**src/rtl/tx_level_ctrl.sv**
```systemverilog
module tx_level_ctrl #(
  parameter int CODE_W    = 3,
  parameter int WIN_TICKS = 16
) (
  input  logic              clk,
  input  logic              rst_n,
  input  logic              soft_rst,
  input  logic              tx_en,
  input  logic              chip_en,
  input  logic              lvl_hi,
  input  logic              lvl_lo,
  input  logic              cfg_bypass,
  input  logic [CODE_W-1:0] cfg_level,
  output logic [CODE_W-1:0] atten,
  output logic              win_open
);
  localparam int CNT_W = $clog2(WIN_TICKS + 1);
  localparam logic [CNT_W-1:0]  CNT_END  = CNT_W'(WIN_TICKS);
  localparam logic [CODE_W-1:0] CODE_MAX = '1;

  logic              tx_q, armed_q, adj_q, hi_q, lo_q;
  logic [CNT_W-1:0]  cnt_q;
  logic [CODE_W-1:0] code_q;

  logic start, tick, go_up, go_dn;

  assign start    = !armed_q | soft_rst | (tx_en & !tx_q);
  assign win_open = (cnt_q != CNT_END);
  assign tick     = chip_en & win_open & !start;
  assign go_up    = hi_q & !lo_q & (code_q != CODE_MAX);
  assign go_dn    = lo_q & !hi_q & (code_q != '0);
  assign atten    = cfg_bypass ? cfg_level : code_q;

  always_ff @(posedge clk or negedge rst_n) begin
    if (!rst_n) begin
      tx_q    <= 1'b0;
      armed_q <= 1'b0;
      cnt_q   <= '0;
      adj_q   <= 1'b0;
      hi_q    <= 1'b0;
      lo_q    <= 1'b0;
    end else begin
      tx_q    <= tx_en;
      armed_q <= 1'b1;
      if (start) begin
        cnt_q <= '0;
        adj_q <= 1'b0;
        hi_q  <= 1'b0;
        lo_q  <= 1'b0;
      end else if (tick) begin
        cnt_q <= cnt_q + 1'b1;
        adj_q <= !adj_q;
        if (!adj_q) begin
          hi_q <= lvl_hi;
          lo_q <= lvl_lo;
        end
      end
    end
  end

  always_ff @(posedge clk or negedge rst_n) begin
    if (!rst_n)
      code_q <= '0;
    else if (start || cfg_bypass)
      code_q <= cfg_level;
    else if (tick && adj_q)
      code_q <= code_q + CODE_W'(go_up) - CODE_W'(go_dn);
  end

  assert_load_R1: assert property (@(posedge clk) disable iff (!rst_n)
    start |=> (code_q == $past(cfg_level)));

  assert_eval_hold_R2: assert property (@(posedge clk) disable iff (!rst_n)
    (tick && !adj_q && !cfg_bypass) |=> (code_q == $past(code_q)));

  assert_win_bound_R3: assert property (@(posedge clk) disable iff (!rst_n)
    cnt_q <= CNT_END);

  assert_step_R5: assert property (@(posedge clk) disable iff (!rst_n)
    (!start && !cfg_bypass) |=> (code_q == $past(code_q) ||
                                 code_q == $past(code_q) + 1'b1 ||
                                 code_q == $past(code_q) - 1'b1));

  assert_no_wrap_R6: assert property (@(posedge clk) disable iff (!rst_n)
    (!start && !cfg_bypass && code_q == CODE_MAX) |=> (code_q != '0));

  assert_frozen_R7: assert property (@(posedge clk) disable iff (!rst_n)
    (!start && !cfg_bypass && !win_open) |=> (code_q == $past(code_q)));
endmodule

```
**config.mk**
```make
export PLATFORM = sky130hd
export DESIGN_NAME = tx_level_ctrl
export DESIGN_NICKNAME = d
export VERILOG_FILES = /design/src/rtl/tx_level_ctrl.sv
export SDC_FILE = /design/constraint.sdc
export NUM_CORES = 1
export LEC_CHECK = 0
export ABC_CLOCK_PERIOD_IN_PS = 3350
export CORE_MARGIN = 2
export CORE_UTILIZATION = 53
export CTS_CLUSTER_SIZE = 30
export DETAILED_ROUTE_END_ITERATION = 10
export PLACE_DENSITY = 0.84
export SYNTH_ARGS = -nofsm -noshare
export SYNTH_HDL_FRONTEND = slang
export SYNTH_SLANG_ARGS = --single-unit
```
**constraint.sdc**
```tcl
create_clock -name clk -period 3.35 [get_ports clk]
set_input_delay 0.335 -clock clk [delete_from_list [all_inputs] [get_ports clk]]
set_output_delay 0.335 -clock clk [all_outputs]
set_load 0.01 [all_outputs]
```
==> flow_summary.json <==
{
  "outcome": "completed",
  "whs_ns": 0.436,
  "synth_largest_area_cell": "dfrtp_1",
  "cp.arrival_ns": 2.60,
  "synthArstFlopShare": 1.00,
  "antenna_found_initial": 0,
  "grt_pass1_vias": 604,
  "synth_edf_count": 0,
  "yosys_warnings": 0,
  "tightest_slew_ns": 0.595,
  "slew_headroom": 0.602,
  "syn_area_per_cell_um2": 9.41,
  "first_iter_violations": 11,
  "ir_worst_vdd_uv": 168,
  "worst_slack_ns": 0.941,
  "finalCriticalPeriod_ns": 2.41,
  "clock.fmax_mhz": 415,
  "gp_congestion": 0.755,
  "hpwl_mm": 1.16,
  "synthCells": 83,
  "finalHoldViolations": 0,
  "io_pins": 15,
  "path_max_fanout": 5,
  "ys_types": 27,
  "ys.flop_type": "dfrtp_1",
  "die_h_um": 42.4,
  "postRouteAntennaNets": 0,
  "fin_setup_tns_ns": 0,
  "synthTopCellsByArea": "dfrtp_1 42%, ha_1 6.4%, a31oi_1 4.8%",
  "synthesis.nets": 99,
  "crit_type": "flop to flop",
  "dr.pass1.iters": 4,
  "clock_path_buffers": 2,
  "wl_per_cell_um": 13.3,
  "core-area_um2": 1330,
  "initial_core_util": 0.585,
  "dp_slack_ns": 0.936,
  "fin_crit_sh": 0.719,
  "diodes": 0,
  "seq_area_frac_synth": 0.417,
  "cts_sinks": 13,
  "post_cts_resize_count": 0,
  "drc_errors": 0,
  "dieArea_um2": 1800,
  "syn_to_final_growth_pct": 21.8,
  "seq_area_um2": 325,
  "rsz0062_at_grt": "no",
  "num-fill-cells": 113,
  "dp.cells": 111,
  "cp-start-kind": "flop",
  "cts-buffers-inserted": 3,
  "routed_wl_mm": 1.53,
  "required_ns": 3.54,
  "cts_max_level": 1,
  "rows": 13,
  "stdcell_area_um2": 951,
  "grt_pass1_wl_mm": 2.77,
  "final_util": 0.713,
  "synth_area_um2": 781,
  "min_path_type": "input pin to asynchronous set/reset pin",
  "nets": 117,
  "synth.top_cell.area_share": 0.417,
  "drive_above_1_share": 0.0800,
  "die_x_um": 42.4,
  "critPathCaptureType": "flop",
  "insertion_delay_ns": 0.27,
  "grt_overflow": 0,
  "hold_buffers": 0,
  "cts_tree": "built",
  "maxSlewViolCount": 0,
  "via_per_inst": 5.71,
  "root_buffer": "clkbuf_4",
  "power_density_nw_per_um2": 334,
  "vias": 657,
  "maxCapViolCount": 0,
  "leakage_nw": 0.405,
  "fin_cells": 115,
  "cts_setup_buffers": 0,
  "numPortBuffers": 14,
  "clk_pin_slew_ns": 0.08,
  "finalSetupViolCount": 0,
  "grt_util_all_layers": 0.200,
  "placed_area_um2": 925,
  "synth_seq_cells": 13,
  "multi_input_comb_area_um2": 399,
  "skew_ns": 0.00151,
  "totalPowerFinal_uw": 318,
  "grt_start_max_net_pins": 14
}
## cell usage in the layout, fill, tap and decap left out
cell	synthesis	layout
a21oi_1	6	6
a31oi_1	6	6
and3_1	1	1
buf_4	0	1
clkbuf_1	0	1
clkbuf_4	0	3
clkdlybuf4s50_1	0	14
conb_1	1	1
dfrtp_1	13	13
fa_1	1	1
ha_1	4	4
inv_1	8	8
inv_2	1	1
mux2_2	2	2
nand2_1	4	4
nand2b_1	1	1
nand3_1	5	5
nand3b_1	1	1
nand4_1	4	4
nor2_1	2	2
nor2b_1	2	2
nor3_1	1	1
nor3b_1	1	1
nor4bb_2	1	1
o21ai_0	5	5
o21ai_1	4	4
o31ai_1	1	1
or2b_1	1	1
or4_1	2	2
xor2_1	3	3
## cell usage after synthesis, types with 2 or more instances
library cell and count:
o21ai_0 5, inv_1 8, nand2_1 4, a31oi_1 6, nor2b_1 2, buf_6 2
nand3_1 5, or4_1 2, nor2_1 2, ha_1 4, mux2_2 2, nand4_1 4
o21ai_1 4, xor2_1 3, a21oi_1 6, dfrtp_1 13
## kinds of logic (layout without fill, tap and decap cells)
family          after synthesis  count (layout)  share of synthesized area
simple gates                 26              26                      0.200
buf+inv                      11              28                     0.0721
xor+xnor                      3               3                     0.0337
mux                           2               2                     0.0288
compound gates               22              22                      0.154
flops                        13              13                      0.417
fa+ha+maj                     5               5                     0.0897
other cells                   1               1                    0.00480
## registers in the layout (all words and copies together), names as in the netlist
register / cells
armed_q: 1
code_q: 3
hi_q: 1
cnt_q: 5
tx_q: 1
lo_q: 1
adj_q: 1
## metal layers
layer | wire length [um] | vias up | track usage | part of all wire
met5 | 0 | - | 0 | 0
met1 | 707 | 301 | 0.264 | 0.46
li1 | - | 335 | - | -
met3 | 76 | 2 | 0.0388 | 0.050
met2 | 738 | 19 | 0.314 | 0.48
met4 | 10 | 0 | 0.0938 | 0.0065
## report_power, final
group / leakage [nW] / internal (mW) / switching, mW
clock network: 0.0150 / 0.0460 / 0.0496
logic: 0.222 / 0.0285 / 0.0255
registers: 0.169 / 0.162 / 0.00553
## critical path: stages (launching register included)
cell and delay [ns]:
dfrtp_1 0.43, nor3_1 0.19, nor3b_1 0.07, ha_1 0.28
inv_1 0.04, ha_1 0.18, fa_1 0.38, xor2_1 0.16
or4_1 0.40, a31oi_1 0.19
## cell type report
type,instances,area share
Clock buffer,4,0.0276
Inverter,9,0.0355
Multi-Input combinational cell,59,0.420
Sequential cell,13,0.342
Tap cell,15,0.0197
Timing Repair Buffer,15,0.155
## final timing paths
kind                                 from   endpoint  slack (ns)  depth (start not counted)
worst min register to register   cnt_q[4]   cnt_q[4]        0.54                          2
worst max-delay path            code_q[2]  code_q[2]        0.94                          9
worst min-delay path                rst_n   cnt_q[3]        0.44                          1
max in group asynchronous           rst_n       lo_q        2.53                          1
worst max register to register  code_q[2]  code_q[2]        0.94                          9
min in group clk                    tx_en       tx_q        0.53                          1
Power figures use the tool's default switching activity.
